<file path="src/rtl/entropy_crc_conditioner.sv">
module entropy_crc_conditioner #(
  parameter int N_SRC = 3,
  parameter int VCO_W = 2,
  parameter int WAIT_W = 16,
  parameter int W = 64,
  parameter logic [63:0] POLY = 64'h231D_CEE9_1262_B8A3,
  localparam int CTL_W = N_SRC + VCO_W + 1 + WAIT_W
) (
  input  logic                   clk,
  input  logic                   rst,
  input  logic [N_SRC-1:0]       noise_i,
  input  logic                   ctl_we,
  input  logic [CTL_W-1:0]       ctl_wdata,
  input  logic                   rd_req,
  output logic                   rd_ready,
  output logic [W-1:0]           rd_data,
  output logic [N_SRC*VCO_W-1:0] vco_o
);
  localparam int VCO_LSB  = N_SRC;
  localparam int MODE_BIT = N_SRC + VCO_W;
  localparam int WAIT_LSB = MODE_BIT + 1;

  logic [N_SRC-1:0]  en_q;
  logic              mode_q;
  logic [WAIT_W-1:0] wait_q;
  logic [WAIT_W-1:0] cnt_q;
  logic [W-1:0]      crc_q;
  logic              cond_bit;
  logic              fb;
  logic              rd_fire;
  logic              one_src;

  assign cond_bit = ^(noise_i & en_q);
  assign fb       = cond_bit ^ crc_q[W-1];
  assign rd_data  = crc_q;
  assign rd_ready = !mode_q || (cnt_q >= wait_q);
  assign rd_fire  = rd_req && rd_ready;
  assign one_src  = $onehot(ctl_wdata[N_SRC-1:0]);

  always_ff @(posedge clk) begin
    if (rst) begin
      crc_q  <= '0;
      en_q   <= '0;
      mode_q <= 1'b0;
      wait_q <= '0;
      cnt_q  <= '0;
    end else begin
      crc_q <= {crc_q[W-2:0], 1'b0} ^ (fb ? POLY[W-1:0] : '0);
      if (ctl_we) begin
        en_q   <= ctl_wdata[N_SRC-1:0];
        mode_q <= ctl_wdata[MODE_BIT];
        wait_q <= ctl_wdata[WAIT_LSB +: WAIT_W];
      end
      if (rd_fire)
        cnt_q <= '0;
      else if (cnt_q < wait_q)
        cnt_q <= cnt_q + 1'b1;
    end
  end

  for (genvar i = 0; i < N_SRC; i++) begin : g_cell
    logic [VCO_W-1:0] vco_q;
    always_ff @(posedge clk) begin
      if (rst)
        vco_q <= '0;
      else if (ctl_we && one_src && ctl_wdata[i])
        vco_q <= ctl_wdata[VCO_LSB +: VCO_W];
    end
    assign vco_o[i*VCO_W +: VCO_W] = vco_q;
  end
endmodule


</file>
<file path="config.mk">
export PLATFORM = sky130hd
export DESIGN_NAME = entropy_crc_conditioner
export DESIGN_NICKNAME = d
export VERILOG_FILES = /design/src/rtl/entropy_crc_conditioner.sv
export SDC_FILE = /design/constraint.sdc
export NUM_CORES = 1
export LEC_CHECK = 0
export BUFFER_PORTS_ARGS = -buffer_cell sky130_fd_sc_hd__buf_2
export CORE_MARGIN = 2
export CORE_UTILIZATION = 57
export DETAILED_ROUTE_END_ITERATION = 10
export PLACE_DENSITY = 0.89
export SKIP_LAST_GASP = 1
export SYNTH_ARGS = -nofsm -noshare
export SYNTH_HDL_FRONTEND = slang
export SYNTH_SLANG_ARGS = --single-unit
export TNS_END_PERCENT = 50
</file>
<file path="constraint.sdc">
create_clock -name clk -period 5.7 [get_ports clk]
set_input_delay 0.285 -clock clk [delete_from_list [all_inputs] [get_ports clk]]
set_output_delay 0.285 -clock clk [all_outputs]
set_load 0.005 [all_outputs]
</file>
==> reports/metrics.yaml <==
status: "completed"
hold_buffers: 0
synth-xor-area-share: 0.0752
max_freq_mhz: 354
required_ps: 5410
cts_tree: "done"
swShare: 0.262
fillers: 519
firstDrtPassIters: 4
synthSimpleGateAreaFrac: 0.191
die-width_um: 88.5
clk_latency_ps: 360
clock_path_buffers: 2
path_class: "reg2out"
post_cts_resized: 0
grt_pass1_wl_um: 13500
antenna_found_initial: 0
postCtsSetupBuffers: 0
crit_path_end_kind: "output port"
die_y_um: 88.5
coreArea_um2: 6870
crit_chain: "inv_1, ha_1, a211oi_1, nor2_1, nor3_2, nand3_2, or2_2, buf_2"
cts.sinks: 106
ys_seq_area_frac: 0.521
power_density_nw_per_um2: 307
cts-root-buf: "clkbuf_8"
holdPathStages: 3
p_comb_frac: 0.133
gp_congestion: 0.851
grt_pass1_vias: 3019
critPathMaxFanout: 24
critPathMaxStageDelay_ps: 420
drive_above_1_share: 0.243
busiest_layer: "met2"
postSynthNetCount: 464
final_antenna_net_count: 0
r2r_cells: 8
crit_family: "simple AND/OR/NAND/NOR gates"
cpMaxStageDelayCell: "or2_2"
max_slew.worst_pin.slew_ps: 875
cp.depth: 8
htree_levels: 3
cts_inserted_buffers: 9
drc_errors: 0
nets: 558
async_reset_ff_frac: 0
arrival_ps: 2540
viasPerCell: 5.15
finalSetupViolCount: 0
num_vias: 3147
clk_pin_slew_worst_paths_ps: 100
p_int_mw: 1.09
slew_viol_final: 0
synth_cells: 417
rsz0062_at_grt: "false"
ys_ff_latch: 106
grt_util_met1: 0.283
postLayoutCoreUtil: 0.703
cap_violations: 0
grtUsageTotal: 0.224
fin_worst_skew_ps: 11.3
rows: 30
floorplan.initialDensity: 0.593
period_share: 0.495
min_period_ps: 2820
worstSetupStartpointType: "flip-flop"
ir_worst_vdd_mv: 0.203
synth_mux_area_frac: 0.0516
drt-total-wl_um: 8570
leakage_nw: 2.14
pwr-share-clk: 0.314
grtUsageMet2: 0.357
synth.yosys.warnings: 0
stdcell_count: 611
seqPwrFrac: 0.553
synth.cell_area_um2: 4070
synth_fa_ha_area_frac: 0.0571
synth_top_family_by_area: "simple AND/OR/NAND/NOR gates"
p_sw_mw: 0.388
wire_per_inst_um: 14.0
numPortBuffers: 99
drtIter0Drc: 164
synth_flop_cell: "dfxtp_1"
hold_viol_final: 0
synth_edf_count: 0
ys_types: 37
syn_avg_cell_area_um2: 9.77
dieArea_um2: 7840
timing.setup.tns_ps: 0
hp-class: "in2reg"
dp.cells: 596
grt_max_degree: 93
gr-total-overflow: 0
place_hpwl_um: 6090
antenna-diode-count: 0
synth_compound_area_frac: 0.0636
timing.slew.headroom: 0.417
critPathBufInv: 2
ios: 100
area_delta_synth_final_pct: 18.5
grt_use_met3: 0.0933
-- cells by family (layout without fill, tap and decap cells) --
logic type               after synthesis  after routing
AO/OA/AOI/OAI                         43             43
XOR/XNOR                              35             35
adder cells (fa/ha/maj)               18             18
buffers and inverters                 40            138
flip-flops                           106            106
multiplexers                          21             21
AND/OR/NAND/NOR                      154            154
-- power groups by stage --
stage | clock, mW | combinational, mW | sequential [mW]
global placement | 0 | 0.191 | 0.832
finish | 0.466 | 0.197 | 0.819
global route | 0.504 | 0.220 | 0.824
floorplan | 0 | 0.123 | 0.835
detailed placement | 0 | 0.198 | 0.834
CTS | 0.473 | 0.200 | 0.819
-- cell usage after synthesis, types with 4 or more instances --
| master | count | area, um^2 |
|---|---|---|
| or4_1 | 6 | 45.0 |
| nor2b_1 | 36 | 225 |
| mux2i_1 | 21 | 210 |
| o21ai_0 | 7 | 35.0 |
| clkbuf_1 | 9 | 33.8 |
| xor2_1 | 4 | 35.0 |
| a21oi_1 | 22 | 110 |
| buf_2 | 5 | 25.0 |
| nand3_1 | 13 | 65.1 |
| dfxtp_1 | 106 | 2120 |
| or3_1 | 5 | 31.3 |
| o31ai_1 | 7 | 52.6 |
| nor2_1 | 57 | 214 |
| xnor2_1 | 31 | 272 |
| nand4_1 | 6 | 37.5 |
| inv_1 | 22 | 82.6 |
| nand2_1 | 21 | 78.8 |
| ha_1 | 17 | 213 |
-- cell usage in the layout (no fill, tap or decap), drive strengths merged, types with 7 or more instances in the layout --
master,count
nand2,21
nor2b,36
nand3,14
dfxtp,106
mux2i,21
inv,25
o31ai,7
ha,17
nor2,57
nand4,7
o21ai,7
or4,7
xnor2,31
buf,101
a21oi,23
clkbuf,9
-- flip-flops by register name, indices dropped and copies added, names as in the netlist --
| signal | flops |
|---|---|
| g_cell.vco_q | 6 |
| rd_data | 64 |
| cnt_q | 16 |
| mode_q | 1 |
| wait_q | 16 |
| en_q | 3 |
-- through the flow --
step / area, um^2 / total power, mW / worst slack (ps) / hold WS (ps)
CTS: 4830 / 1.49 / 2880 / 149
detailed placement: 4630 / 1.03 / 3280 / 450
floorplan: 4070 / 0.958 / 3600 / 432
global placement: 4630 / 1.02 / 3400 / 439
global route: 4830 / 1.55 / 2670 / 158
finish: 4830 / 1.48 / 2880 / 157
-- metal layers --
metal  vias up  part of all wire  wire (um)
met5         -                 0          0
met4         0             0.014        116
met3        13             0.081        698
met2        98              0.47       3990
met1      1475              0.44       3760
li1       1561                 -          -
-- worst min-delay path, stage by stage --
cell	delay, ps
buf_2	70
mux2i_1	60
nor2_1	70
-- path summary, 6_finish.rpt --
kind,slack [ps],from,endpoint
setup reg to reg,3220,wait_q[13],cnt_q[10]
hold / removal,160,ctl_wdata[21],wait_q[15]
setup / recovery,2880,wait_q[13],rd_ready
hold reg to reg,470,rd_data[17],rd_data[18]
-- layout make-up --
class / count / area, um^2 / share of cell area
well taps: 96 / 120 / 0.0249
multi-input cells: 271 / 1800 / 0.372
clock inverters: 6 / 73.8 / 0.0153
repair buffers: 101 / 510 / 0.106
flip-flops and latches: 106 / 2120 / 0.439
inverters: 22 / 82.6 / 0.0171
clock buffers: 9 / 124 / 0.0257
Note: power is estimated with default switching activity, not from simulation.
